<file path="src/rtl/sleep_io_pkg.sv">
`timescale 1ns/1ps
// Package: shared constants and the per-line sleep parking policy.
// Assumes one command word of three bytes and lines numbered from 0.
package sleep_io_pkg;
    localparam int BYTE_W     = 8;
    localparam int LINE_CNT   = BYTE_W + 1;
    // Field positions that the decoder depends on.
    localparam int GRP_MSB    = 7;
    localparam int GRP_LSB    = 6;
    localparam int LOWEN_BIT  = 2;
    localparam int TOPSRC_BIT = 5;
    localparam logic [1:0] GRP_OUTPUT = 2'b01;
    localparam logic [1:0] GRP_CTRL   = 2'b10;
    localparam logic [1:0] RESTART_CODE = 2'b11;

    typedef enum logic [1:0] {
        PARK_LOW  = 2'd0,
        PARK_HIGH = 2'd1,
        PARK_HIZ  = 2'd2
    } park_e;

    // Sleep parking level for line idx.
    function automatic park_e park_level(input int idx);
        case (idx)
            2, 3:    return PARK_HIGH;
            4, 8:    return PARK_HIZ;
            default: return PARK_LOW;
        endcase
    endfunction
endpackage

</file>
<file path="src/rtl/sleep_io_decode.sv">
`timescale 1ns/1ps
// Command decoder: classifies the strobed command word into load,
// wake and restart actions. Purely combinational; assumes the bytes
// are stable while cmd_valid is high.
module sleep_io_decode
    import sleep_io_pkg::*;
#(
    parameter int W = BYTE_W
) (
    input  logic         cmd_valid,
    input  logic [W-1:0] cmd_b1,
    input  logic [W-1:0] cmd_b2,
    output logic         load_low,
    output logic         load_top,
    output logic         wake,
    output logic         restart
);
    logic [1:0] grp;

    // Pick the group code and derive the actions.
    always_comb begin
        grp      = cmd_b1[GRP_MSB:GRP_LSB];
        load_top = cmd_valid && (grp == GRP_OUTPUT);
        wake     = load_top;
        load_low = load_top && cmd_b1[LOWEN_BIT];
        restart  = cmd_valid && (grp == GRP_CTRL) && (cmd_b2[1:0] == RESTART_CODE);
    end
endmodule

</file>
<file path="src/rtl/sleep_io_store.sv">
`timescale 1ns/1ps
// Line store: holds the written line values and the sleep flag.
// Reset and restart both clear the values and set the flag.
// Assumes load and restart never coincide (distinct group codes).
module sleep_io_store
    import sleep_io_pkg::*;
#(
    parameter int W = BYTE_W,
    localparam int N = W + 1
) (
    input  logic         clk,
    input  logic         rst_n,
    input  logic         load_low,
    input  logic         load_top,
    input  logic         wake,
    input  logic         restart,
    input  logic [W-1:0] low_data,
    input  logic         top_data,
    output logic [N-1:0] stored,
    output logic         asleep
);
    // Update the low lines on an enabled write.
    always_ff @(posedge clk) begin
        if (!rst_n || restart)
            stored[W-1:0] <= '0;
        else if (load_low)
            stored[W-1:0] <= low_data;
    end

    // Update the top line on every output command.
    always_ff @(posedge clk) begin
        if (!rst_n || restart)
            stored[N-1] <= 1'b0;
        else if (load_top)
            stored[N-1] <= top_data;
    end

    // Sleep flag: set by reset or restart, cleared by an output command.
    always_ff @(posedge clk) begin
        if (!rst_n || restart)
            asleep <= 1'b1;
        else if (wake)
            asleep <= 1'b0;
    end
endmodule

</file>
<file path="src/rtl/sleep_io_drive.sv">
`timescale 1ns/1ps
// Line driver: chooses the stored value or the per-line parking level.
// Combinational; a high-impedance line drives data 0 with enable 0.
module sleep_io_drive
    import sleep_io_pkg::*;
#(
    parameter int N = LINE_CNT
) (
    input  logic         park,
    input  logic [N-1:0] stored,
    output logic [N-1:0] line_out,
    output logic [N-1:0] line_oe
);
    for (genvar i = 0; i < N; i++) begin : g_line
        localparam park_e LVL = park_level(i);
        if (LVL == PARK_HIZ) begin : g_hiz
            // Release the line while parked.
            always_comb begin
                line_out[i] = park ? 1'b0 : stored[i];
                line_oe[i]  = !park;
            end
        end else begin : g_drv
            // Drive the parking level while parked.
            always_comb begin
                line_out[i] = park ? (LVL == PARK_HIGH) : stored[i];
                line_oe[i]  = 1'b1;
            end
        end
    end
endmodule

</file>
<file path="src/rtl/sleep_io_ctrl.sv">
`timescale 1ns/1ps
// Top: command-driven output register with per-line sleep parking.
// Assumes a synchronous active-low reset from the power-on detector
// and one command word per cycle when cmd_valid is high.
module sleep_io_ctrl
    import sleep_io_pkg::*;
#(
    parameter int W = BYTE_W,
    localparam int N = W + 1
) (
    input  logic         clk,
    input  logic         rst_n,
    input  logic         cmd_valid,
    input  logic [W-1:0] cmd_b0,
    input  logic [W-1:0] cmd_b1,
    input  logic [W-1:0] cmd_b2,
    input  logic         sleep_in,
    output logic [N-1:0] line_out,
    output logic [N-1:0] line_oe
);
    logic         load_low, load_top, wake, restart, asleep;
    logic [N-1:0] stored;
    logic         park;

    sleep_io_decode #(.W(W)) u_dec (
        .cmd_valid(cmd_valid), .cmd_b1(cmd_b1), .cmd_b2(cmd_b2),
        .load_low(load_low), .load_top(load_top), .wake(wake), .restart(restart)
    );

    sleep_io_store #(.W(W)) u_store (
        .clk(clk), .rst_n(rst_n), .load_low(load_low), .load_top(load_top),
        .wake(wake), .restart(restart), .low_data(cmd_b0),
        .top_data(cmd_b2[TOPSRC_BIT]), .stored(stored), .asleep(asleep)
    );

    // Parked when the internal flag or the external input asks for it.
    always_comb park = asleep || sleep_in;

    sleep_io_drive #(.N(N)) u_drv (
        .park(park), .stored(stored), .line_out(line_out), .line_oe(line_oe)
    );
endmodule

</file>
<file path="config.mk">
export PLATFORM = sky130hd
export DESIGN_NAME = sleep_io_ctrl
export DESIGN_NICKNAME = d
export VERILOG_FILES = /design/src/rtl/sleep_io_pkg.sv /design/src/rtl/sleep_io_decode.sv /design/src/rtl/sleep_io_store.sv /design/src/rtl/sleep_io_drive.sv /design/src/rtl/sleep_io_ctrl.sv
export SDC_FILE = /design/constraint.sdc
export NUM_CORES = 1
export LEC_CHECK = 0
export BUFFER_PORTS_ARGS = -buffer_cell sky130_fd_sc_hd__buf_2
export CAP_MARGIN = 20
export CELL_PAD_IN_SITES_DETAIL_PLACEMENT = 0
export CELL_PAD_IN_SITES_GLOBAL_PLACEMENT = 1
export CORE_AREA = 2 2 42 64
export DETAILED_ROUTE_END_ITERATION = 6
export DIE_AREA = 0 0 44 66
export PLACE_DENSITY_LB_ADDON = 0.1
export RECOVER_POWER = 100
export SYNTH_ARGS = -nofsm -noshare
export SYNTH_HDL_FRONTEND = slang
export SYNTH_SLANG_ARGS = --single-unit
</file>
<file path="constraint.sdc">
create_clock -name clk -period 1 [get_ports clk]
set_input_delay 0.05 -clock clk [delete_from_list [all_inputs] [get_ports clk]]
set_output_delay 0.05 -clock clk [all_outputs]
set_load 0.005 [all_outputs]
</file>
==> results list, run 1 <==
* Result of the run: finished with violations
- The checks that failed: negative setup slack.
- In this run the tool buffered the top-level ports with 28 buffer cells.
* Post-Place Worst Slack: 0.0816 ns
* Number of distinct library cells after synthesis: 15
- Die width: 44 µm
- Post-layout instance area: 772 µm²
- Setup violations remaining at the end of the flow were counted as 10.
- Worst hold path type: in -> reg
- The floorplan step set the die height to 66 µm.
- Post-DP HPWL: 947 µm
* Total global routing track utilization: 9.50%
* Number of DRC markers after the initial detailed-route iteration: 5
* Row Count: 22
- Vias in the first global route: 469
* Post-synthesis xor/xnor area fraction: 0%
- The library cell used most frequently in the layout, excluding fill and tap cells, is buf_2.
- Number of maximum-capacitance constraint violations: 0
- Startpoint types: register
- Proportion of layout cells with a drive suffix above 1: 47.4%
- The analysis attributes to cell leakage a power of 0.357 nW.
- Relative area change from synthesis to final layout: 56.2%
- The worst setup path is captured at an output port.
* Dominant cells by area after synthesis: dfxtp_1 (41%), buf_4 (14%), nand2_1 (12%)
- VDD sags by at most 0.000552 V.
* Top Metal Used: met4
* I/O Pins: 46
* Final period demand of the worst path: 1.14 ns
* Antenna Diode Count: 0
- Clock tree root driver cell: clkbuf_4
- The count of endpoints failing hold in the final timing report is 0.
* Pin count of the biggest net entering global routing: 11
* Seq/Total Area, Yosys: 40.5%
- At the later pin of the worst-skew pair, clock insertion delay measures 0.26 ns.
- Adder-cell share of the synthesized area: 0%
- For this design, the sink count on the clock tree is 10.
- Filler cell count: 275
- The first global-routing pass estimated 1.97 mm of wire.
* Overall via count from detail_route: 515
- Required arrival time at the worst endpoint: 0.95 ns
* Placed Instances: 115
* Average routed wire per standard cell: 9.93 µm
- Global placement routability congestion: 0.600
* Antenna violations before repair: 0
- Global routing finished with a remaining overflow of 0.
- Power spread over the standard cell area amounts to 1130 nW/µm².
- Worst Clk Skew: 0 ns
- In this run the standard cell core region covers 2370 µm².
* Fraction of the mapped netlist area in simple logic gates: 31.6%
- Commonest cells after routing, fill and taps aside: buf_2 (21), nand2_1 (16), dfxtp_1 (9), a21oi_1 (8), buf_6 (8)
- Die outline area: 2900 µm²
- Timing would allow up to 880 MHz.
- In this run the cell area of the synthesized design comes to 494 µm².
* Detail-routed via count per cell: 4.26
- Final-stage net count: 126
- Total of hold buffers inserted after clock tree synthesis: 0
* Met3 Routed Length: 86 µm
- In this run the worst path has a maximum fanout of 4.
- Routed length on met2: 666 µm
* Synthesized area divided by synthesized cell count: 7.97 µm²
* Largest family of logic cells by synthesized area: simple AND/OR/NAND/NOR gates
- TritonCTS created 3 clock buffers.
- RSZ-0062 raised after global routing: true
* CTS tree: yes
* Portion of netlist area occupied by mux cells: 2.03%
- After layout, the worst setup slack is -0.137 ns.
- dfxtp_1 takes more of the synthesized area than any other cell.
- Of the post-synthesis cell area, the dominant cell type holds 40.5%.
- Max Slew Vio Count: 0
- Metal-1 WL: 428 µm
- Counting along the longest clock path gives a buffer depth of 2.
* WL final: 1.20 mm
* Post-route clock period utilization: 114%
* Crit Path Category: reg -> out
- The count of nets left with antenna violations once routing finished came out at 0.
* Count of warnings emitted by yosys: 0
- CTS built an H-tree with a depth of 1.
- The placed instances occupy a cell area of 649 µm².
- The initial utilization of the core area, before any placement, comes to 20.9%.
* Drt pass-1 iters: 2
- After clock tree synthesis, the clock-pin slew on the worst setup and hold paths is 0.07 ns.
* Final Non-Filler Cells: 121
- After synthesis the netlist holds a flip-flop and latch count of 10.
- DRC viols: 0
- Data on the critical path arrives at its endpoint at 1.09 ns.
- Post-layout util: 32.6%
* Number of standard cells after synthesis: 62
* Synthesized-area fraction occupied by ao, oa, aoi and oai cells: 11.4%
## report_power, final
group | internal, mW | switching (mW) | total (mW) | leakage [nW]
clock | 0.221 | 0.132 | 0.352 | 0.0210
sequential | 0.407 | 0.00646 | 0.414 | 0.0810
combinational | 0.0553 | 0.0501 | 0.105 | 0.255
## what timing repair did
action / in CTS / in global routing
setup buffers: 1 / 1
pin swaps: 9 / 1
gates resized for setup: 9 / 8
endpoints found under the setup margin: 11 / 11
endpoints found under the hold margin: 0 / 0
## per-stage QoR
stage	total power [mW]	hold WS (ns)	setup TNS, ns
finish	0.871	0.0249	-1.09
global route	0.927	0.0215	-1.68
CTS	0.892	0.0153	-1.16
detailed placement	0.520	0.300	0
global placement	0.519	0.289	0
floorplan	0.480	0.166	0
## path summary, 6_finish.rpt
check                           end              start  slack (ns)  cells after the start
setup / recovery        line_out[3]     u_store.asleep       -0.14                      2
hold / removal    u_store.stored[7]          cmd_b0[7]        0.02                      3
setup reg to reg     u_store.asleep     u_store.asleep        0.39                      1
hold reg to reg   u_store.stored[7]  u_store.stored[7]        0.45                      2
## layer usage
metal | vias to the layer above | GRT usage [%]
li1 | 261 | -
met1 | 235 | 7.63
met2 | 17 | 18.2
met3 | 2 | 2.73
met4 | 0 | 6.82
met5 | - | 0
## Yosys cell counts
| cell type | instances |
|---|---|
| and2_1 | 7 |
| a21oi_1 | 8 |
| buf_4 | 9 |
| nand3b_1 | 1 |
| nand4_1 | 1 |
| and4b_1 | 1 |
| or3_1 | 2 |
| nand4b_1 | 1 |
| a21o_1 | 1 |
| nand2_1 | 16 |
| o21ai_2 | 1 |
| dfxtp_1 | 10 |
| nor2_1 | 2 |
| conb_1 | 1 |
| mux2i_1 | 1 |
## flip-flops by register name, summed over array words and instances, names as in the netlist
name / count
u_store.stored: 9
u_store.asleep: 1
## critical path, stage by stage (launching register included)
cell and delay [ns]:
dfxtp_4 0.36, or3_1 0.34, buf_2 0.13
## layout make-up
class                      instances  area, µm²  area share [%]
clock buffer                       4       36.3            4.70
multi-input combinational         49        269            34.8
sequential                        10        204            26.4
tap                               24       30.0            3.89
timing repair buffer              34        233            30.1
## cells by family (layout without fill, tap and decap cells)
family                 after synthesis  in the layout
and+or+nand+nor                     31             31
AOI/OAI and AO/OA                   10             10
DFF                                 10             10
buffers and inverters                9             38
other                                1              7
muxes                                1              1
Power figures use the tool's default switching activity.
==> run 2: changes to the inputs <==
--- a/config.mk
+++ b/config.mk
@@ -5,7 +5,7 @@
 export SDC_FILE = /design/constraint.sdc
 export NUM_CORES = 1
 export LEC_CHECK = 0
-export BUFFER_PORTS_ARGS = -buffer_cell sky130_fd_sc_hd__buf_2
+export BUFFER_PORTS_ARGS = -buffer_cell sky130_fd_sc_hd__clkbuf_2
 export CAP_MARGIN = 20
 export CELL_PAD_IN_SITES_DETAIL_PLACEMENT = 0
 export CELL_PAD_IN_SITES_GLOBAL_PLACEMENT = 1
==> run 2 against run 1 <==
Register-to-register slack barely moved. Non-clock buffer count did not move. Worst hold slack worse by 0.015 ns. Critical path depth is the same. Clock skew is the same. Sequential share of layout area is 1.6 points higher. Core utilization shrank 1.9 points. Via count fell by 5.0%. The flow still finishes with violations (negative setup slack). Clock power barely moved. Combinational power barely moved. Die area stayed put. Largest power group unchanged. Final cell count is the same. Critical path type unchanged.
==> results list, run 2 (synthesis results as in run 1) <==
- Worst skew pair latency: 0.26 ns (about the same)
- DRC viols: 0 (unchanged)
- The I/O pin total came to 46 (unchanged).
- Antenna Diode Count: 0 (unchanged)
- Total setup buffers inserted after CTS: 0 (-1)
- Average routed wire per standard cell: 9.83 µm (-1.1%)
- Peak fanout along the critical path: 4 (unchanged)
- Commonest cells after routing, fill and taps aside: clkbuf_2 (25), nand2_1 (16), dfxtp_1 (9), a21oi_1 (8), conb_1 (7)
- Clock Sinks: 10 (unchanged)
- The initial core utilization was 20.9% (unchanged).
- The area enclosed by the die boundary came to 2900 µm² (unchanged).
- The final routed wirelength across all metal layers is 1.19 mm (-1.1%).
- Post-route worst setup slack: -0.123 ns (+0.0142 ns)
- Type of destination of the critical path: output port
- The remaining global-route overflow was 0 (unchanged).
- Required arrival time at the worst endpoint: 0.95 ns (about the same)
* Clock transition at path regs: 0.07 ns (about the same)
* Antenna violations before repair: 0 (unchanged)
* Number of cell instances on the worst register-to-register path: 1 (unchanged)
- The number of vias after detailed routing is 489 (-5.0%).
- Final-stage net count: 126 (unchanged)
* Total leakage power: 0.347 nW (-2.7%)
- Post-route clock period utilization: 112% (-1.4 points)
* Row Count: 22 (unchanged)
* Detail-routed via count per cell: 4.04 (-5.0%)
* Post-Place Worst Slack: 0.0795 ns (-0.00207 ns)
* Number of cells on the worst hold path: 3 (unchanged)
- The multi-input logic area came to 259 µm² (-3.7%).
- Clock tree root driver cell: clkbuf_4
- The total setup violations reported at the end of the flow came to 9 (-1).
* Die Span Y: 66 µm (unchanged)
- Post-DP HPWL: 953 µm (+0.68%)
* Arrival time at the worst endpoint: 1.07 ns (-0.02 ns)
- The shortest period the worst path allows was 1.12 ns (-0.0142 ns).
- The final cell count without fillers came to 121 (unchanged).
- Max Slew Vio Count: 0 (unchanged)
- The number of placed instances with taps included came to 116 (+0.87%).
- Most frequent standard cell in the layout excluding fill and tap cells: clkbuf_2
- The worst hold path belongs to the class in -> reg.
- The area growth from synthesis to layout is 47.1%.
- Final number of hold-violating endpoints: 0 (unchanged)
- Hold Slack: 0.00940 ns (-0.0155 ns)
* Worst Clk Skew: 0 ns (unchanged)
- The worst setup path is launched from a register.
* Power per cell area: 1200 nW/µm² (+5.9%)
* Number of buffers created by CTS: 3 (unchanged)
- Crit Path Category: reg -> out
* Die width: 44 µm (unchanged)
- FF+latch area: 204 µm² (unchanged)
* Area inside the core boundary: 2370 µm² (unchanged)
- The global placer's final weighted congestion is 0.651 (+8.6%).
- RSZ-0062 raised after global routing: true
- The number of global-route vias before repair is 461 (-1.7%).
- Top Registers: u_store.stored x9, u_store.asleep x1
- TritonCTS built the clock tree.
* Number of buffers added on ports: 28 (unchanged)
- Number of DRC markers after the initial detailed-route iteration: 3 (-2)
- Maximum buffer depth of the clock tree: 2 (unchanged)
* Failing checks: negative setup slack
- The maximum ir drop on the vdd rail is 0.000568 V (+2.8%).
- Drt pass-1 iters: 3 (+1)
* Pin count of the biggest net entering global routing: 11 (unchanged)
- The post-route antenna net violation count is 0 (unchanged).
* Flip-flop count of the largest register, all copies and words added: 9 (unchanged)
- Total global routing track utilization: 9.27% (-0.22 points)
- The number of H-tree levels was 1 (unchanged).
- Wire length of the first global-routing pass: 1.93 mm (-2.4%)
- The number of filler instances in the final layout came to 277 (+0.73%).
* Timing-limited maximum frequency: 891 MHz (+1.3%)
- The register with the most flip-flops in the final layout is u_store.stored.
* Proportion of layout cells with a drive suffix above 1: 42.3% (-5.2 points)
- Result of the run: finished with violations
* Number of maximum-capacitance constraint violations: 0 (unchanged)
==> run 2: changes by cell type in the layout (fill, tap and decap cells not counted), sizes merged <==
cell / change
dlygate4sd3: +1
buf: -26
clkbuf: +25
==> run 2: metrics by stage <==
step | TNS (ns) | instance area, µm² | total power [mW] | utilization, %
after floorplan | 0 | 517 | 0.480 | -
final | -0.916 | 727 | 0.869 | 30.7
after detailed placement | 0 | 657 | 0.522 | 27.7
after global placement | 0 | 657 | 0.521 | 27.7
after global routing | -1.64 | 727 | 0.920 | 30.7
after CTS | -1.18 | 721 | 0.891 | 30.4
==> run 2: path summary, 6_finish.rpt <==
path / start / to / slack [ns]
worst min-delay path: cmd_b0[3] / u_store.stored[3] / 0.009
worst max-delay path: u_store.asleep / line_out[3] / -0.12
worst min register to register: u_store.stored[7] / u_store.stored[7] / 0.45
worst max register to register: u_store.asleep / u_store.asleep / 0.39
==> run 2: report_power, final <==
| group | internal (mW) | total [mW] | switching, mW |
|---|---|---|---|
| registers | 0.407 | 0.413 | 0.00598 |
| logic | 0.0530 | 0.102 | 0.0494 |
| clock network | 0.221 | 0.354 | 0.133 |
==> run 2: layer usage <==
layer	routed length, µm	track usage [%]	vias to the layer above
met2	649	17.1	17
met3	92	3.01	2
met4	20	6.82	0
met5	0	0	-
met1	426	7.78	209
li1	-	-	261
==> run 2: timing repair <==
action,CTS,global route
resized for setup,6,3
setup endpoints to repair,11,11
hold buffers,1,0
pin swaps,4,0
hold endpoints to repair,1,0
==> run 2: worst max-delay path, stage by stage (launching register included) <==
cell and delay [ns]:
dfxtp_4 0.36, or3_1 0.34, clkbuf_2 0.12
==> run 2: final cells by class <==
class | instances | share of cell area (%)
sequential | 10 | 28.1
timing repair buffer | 34 | 27.2
multi-input combinational | 49 | 35.6
tap | 24 | 4.13
clock buffer | 4 | 4.99
==> run 3: changes to the inputs <==
--- a/config.mk
+++ b/config.mk
@@ -12,6 +12,7 @@
 export CORE_AREA = 2 2 42 64
 export DETAILED_ROUTE_END_ITERATION = 6
 export DIE_AREA = 0 0 44 66
+export MAX_ROUTING_LAYER = met4
 export PLACE_DENSITY_LB_ADDON = 0.1
 export RECOVER_POWER = 100
 export SYNTH_ARGS = -nofsm -noshare
==> constraint.sdc (replaced) <==
create_clock -name clk -period 1.1 [get_ports clk]
set_input_delay 0.055 -clock clk [delete_from_list [all_inputs] [get_ports clk]]
set_output_delay 0.055 -clock clk [all_outputs]
set_load 0.005 [all_outputs]
==> run 3 against run 2 <==
The flow still finishes with violations (negative setup slack). Wire length is 0.59% lower. Sequential power is 9.0% lower. Combinational power is 15% lower. Critical path depth stayed put. First-iteration DRC count is 100% higher. Sequential cell count stayed put. Non-clock buffer count is 3 lower. Sequential share of layout area is 1.9 points higher. Cell area is 6.4% lower. Core utilization is 2.0 points lower. Die area stayed put. Clock-buffer cell count is 1 lower. Largest power group unchanged.
==> results list, run 3 (synthesis results as in run 1) <==
* Failing checks: negative setup slack
- The number of optimization iterations in the first detailed-route pass came to 4 (+1).
- The worst path buffer plus inverter count is 1 (unchanged).
- The site row count came to 22 (unchanged).
- Power per cell area: 1030 nW/µm² (-14%)
- For hold timing, the worst endpoint is u_store.stored[4].
- The number of nets in the layout came to 123 (-2.4%).
* Effective utilization at floorplan: 20.9% (unchanged)
* Top Metal Used: met4
* Number of maximum-capacitance constraint violations: 0 (unchanged)
- Final number of hold-violating endpoints: 0 (unchanged)
* Pin count of the biggest net entering global routing: 11 (unchanged)
* Result of the run: finished with violations
* WL final: 1.18 mm (-0.59%)
- Based on the critical path, the design can be clocked at up to 891 MHz.
- CTS H-tree depth: 1 (unchanged)
* Number of cell instances on the worst register-to-register path: 1 (unchanged)
- The fraction of power consumed by combinational cells was 12.4% (+0.6 points).
* Detail-routed via count per cell: 4.15 (+2.8%)
* Proportion of layout cells with a drive suffix above 1: 39.8% (-2.5 points)
- The highest fanout seen on the critical path was 4 (unchanged).
- The longest individual stage delay on the worst path was 0.36 ns (about the same).
- Leaving out fill and tap cells, the most frequent cells in the layout are clkbuf_2 (25), nand2_1 (16), dfxtp_1 (9), a21oi_1 (8), conb_1 (7).
* Relative area change from synthesis to final layout: 37.7%
- Reg-to-Reg End: u_store.asleep
- The met1 routed wirelength after detailed routing is 424 µm (-0.47%).
- Internal: 0.539 mW (-21%)
- Max Slew Vio Count: 0 (unchanged)
* I/O Pins: 46 (unchanged)
- The worst setup path is launched from a register.
- Area inside the core boundary: 2370 µm² (unchanged)
- Wire length of the first global-routing pass: 1.85 mm (-3.9%)
- In this run the worst hold path is classified as in -> reg.
* Post-route worst setup slack: -0.0226 ns (+0.100 ns)
- Number of DRC markers after the initial detailed-route iteration: 6 (+3)
- The vertical die dimension was 66 µm (unchanged).
* Clock tree root driver cell: clkbuf_4
* Switching Share: 22.9% (+1.3 points)
- Setup repair after global routing could not meet its margin everywhere.
- The post-detailed-placement cell area came to 634 µm² (-3.4%).
- Arrival time at the worst endpoint: 1.07 ns (about the same)
* Hold Crit Start: cmd_b0[4]
- The maximum ir drop on the vdd rail was 0.000311 V (-45%).
- The average routed wire per standard cell is 10.1 µm (+2.8%).
- The half-perimeter wire length after detailed placement was 949 µm (-0.37%).
- Post-route clock period utilization: 102%
* Required arrival time at the worst endpoint: 1.04 ns (+0.09 ns)
* Overall via count from detail_route: 486 (-0.61%)
* NetSw: 0.161 mW (-15%)
- The overall routing resource usage came to 9.19% (-0.082 points).
- The number of cells on the worst hold path came to 3 (unchanged).
* Most frequent standard cell in the layout excluding fill and tap cells: clkbuf_2
- The final standard cell utilization of the core came to 28.8% (-2.0 points).
* Worst Clk Skew: 0 ns (unchanged)
- The width of the die came to 44 µm (unchanged).
- DRC viols: 0 (unchanged)
- The remaining global-route overflow is 0 (unchanged).
* Hold Slack: 0.0148 ns (+0.00542 ns)
- STA classifies the critical path endpoint as an output port.
- Among cell families on the critical path, the largest total delay comes from flip-flops.
* Worst skew pair latency: 0.25 ns (about the same)
- The amount of wire on met2 after detailed routing is 643 µm (-0.92%).
- The worst path in the final design needs a cycle of 1.12 ns, including I/O delays and setup.
- The setup slack on the worst flop-to-flop path was 0.49 ns (+0.10 ns).
* Number of antenna-violating nets in the routed design: 0 (unchanged)
- Relative contribution of the clock network to total power: 33.9% (-6.8 points)
* Crit Path Category: reg -> out
- Total setup violations reported at the end of the flow: 1 (-8)
* Total leakage power: 0.322 nW (-7.3%)
- Antenna Diode Count: 0 (unchanged)
- In the final layout, the registers with the most flip-flops are u_store.stored x9, u_store.asleep x1.
- TritonCTS built the clock tree.
- The global placer's final weighted congestion was 0.659 (+1.2%).
- The count of input and output buffers came to 28 (unchanged).
- Clock transition at path regs: 0.06 ns (about the same)
- Maximum buffer depth of the clock tree: 2 (unchanged)
- The number of antenna violations at the first check in global routing came to 0 (unchanged).
* Post-layout instance area: 681 µm² (-6.4%)
- The area enclosed by the die boundary is 2900 µm² (unchanged).
- Relative contribution of sequential cells to total power: 53.7% (+6.2 points)
- Standard cell with the maximum stage delay on the critical path: dfxtp_4
* Met3 Routed Length: 98 µm (+6.5%)
- Clock Sinks: 10 (unchanged)
- In this run the critical register-to-register path is launched from u_store.asleep.
- Flip-flop count of the largest register, all copies and words added: 9 (unchanged)
- The critical path goes through or3_1, clkbuf_2.
- Number of buffers created by CTS: 3 (unchanged)
- Top register by number of flip-flops: u_store.stored
- The number of global-route vias before repair was 456 (-1.1%).
==> run 3: changes by cell type in the layout (fill, tap and decap cells not counted) <==
cell / previous run / this run
dlygate4sd3_1: 1 / 0
clkbuf_8: 1 / 0
clkbuf_1: 0 / 1
buf_4: 4 / 2
buf_6: 2 / 1
==> run 3: worst max path at each step <==
stage	startpoint	end	slack, ns	cells past startpoint
6_report	u_store.asleep	line_out[3]	-0.02	2
2_1_floorplan	u_store.asleep	line_out[0]	0.27	2
3_5_place_dp	cmd_b1[7]	u_store.stored[1]	0.15	4
3_3_place_gp	cmd_b1[7]	u_store.stored[3]	0.14	4
4_1_cts	u_store.asleep	line_out[3]	-0.04	2
5_1_grt	u_store.asleep	line_out[6]	-0.08	4
==> run 3: routing by layer <==
layer,vias to the layer above,track usage (%)
li1,253,-
met1,214,8.33
met2,17,16.7
met3,2,1.91
met4,0,5.68
met5,-,-
==> run 3: power by group through the flow <==
stage                     registers [mW]  clock network, mW  logic (mW)
after floorplan                    0.383                  0      0.0536
after global placement             0.384                  0      0.0851
after detailed placement           0.384                  0      0.0855
after CTS                          0.376              0.258      0.0898
after global routing               0.377              0.269      0.0998
final                              0.376              0.237      0.0869
==> run 3: final cells by class <==
cell class	instances	area (µm²)
repair buffers	31	165
well taps	24	30.0
clock buffers	3	22.5
multi-input cells	49	259
fillers	278	1690
flip-flops and latches	10	204
==> run 3: metrics by stage <==
step	power, mW	std cells	worst slack (ns)	TNS, ns
after floorplan	0.436	68	0.267	0
final	0.700	117	-0.0226	-0.0226
after CTS	0.724	117	-0.0403	-0.200
after global routing	0.745	117	-0.0798	-0.578
after global placement	0.469	113	0.143	0
after detailed placement	0.470	113	0.148	0
==> run 3: repair_timing <==
item,CTS,global route
hold buffers,0,0
buffers inserted,1,0
gates resized for setup,6,2
setup endpoints to repair,8,9
pin swaps,7,0
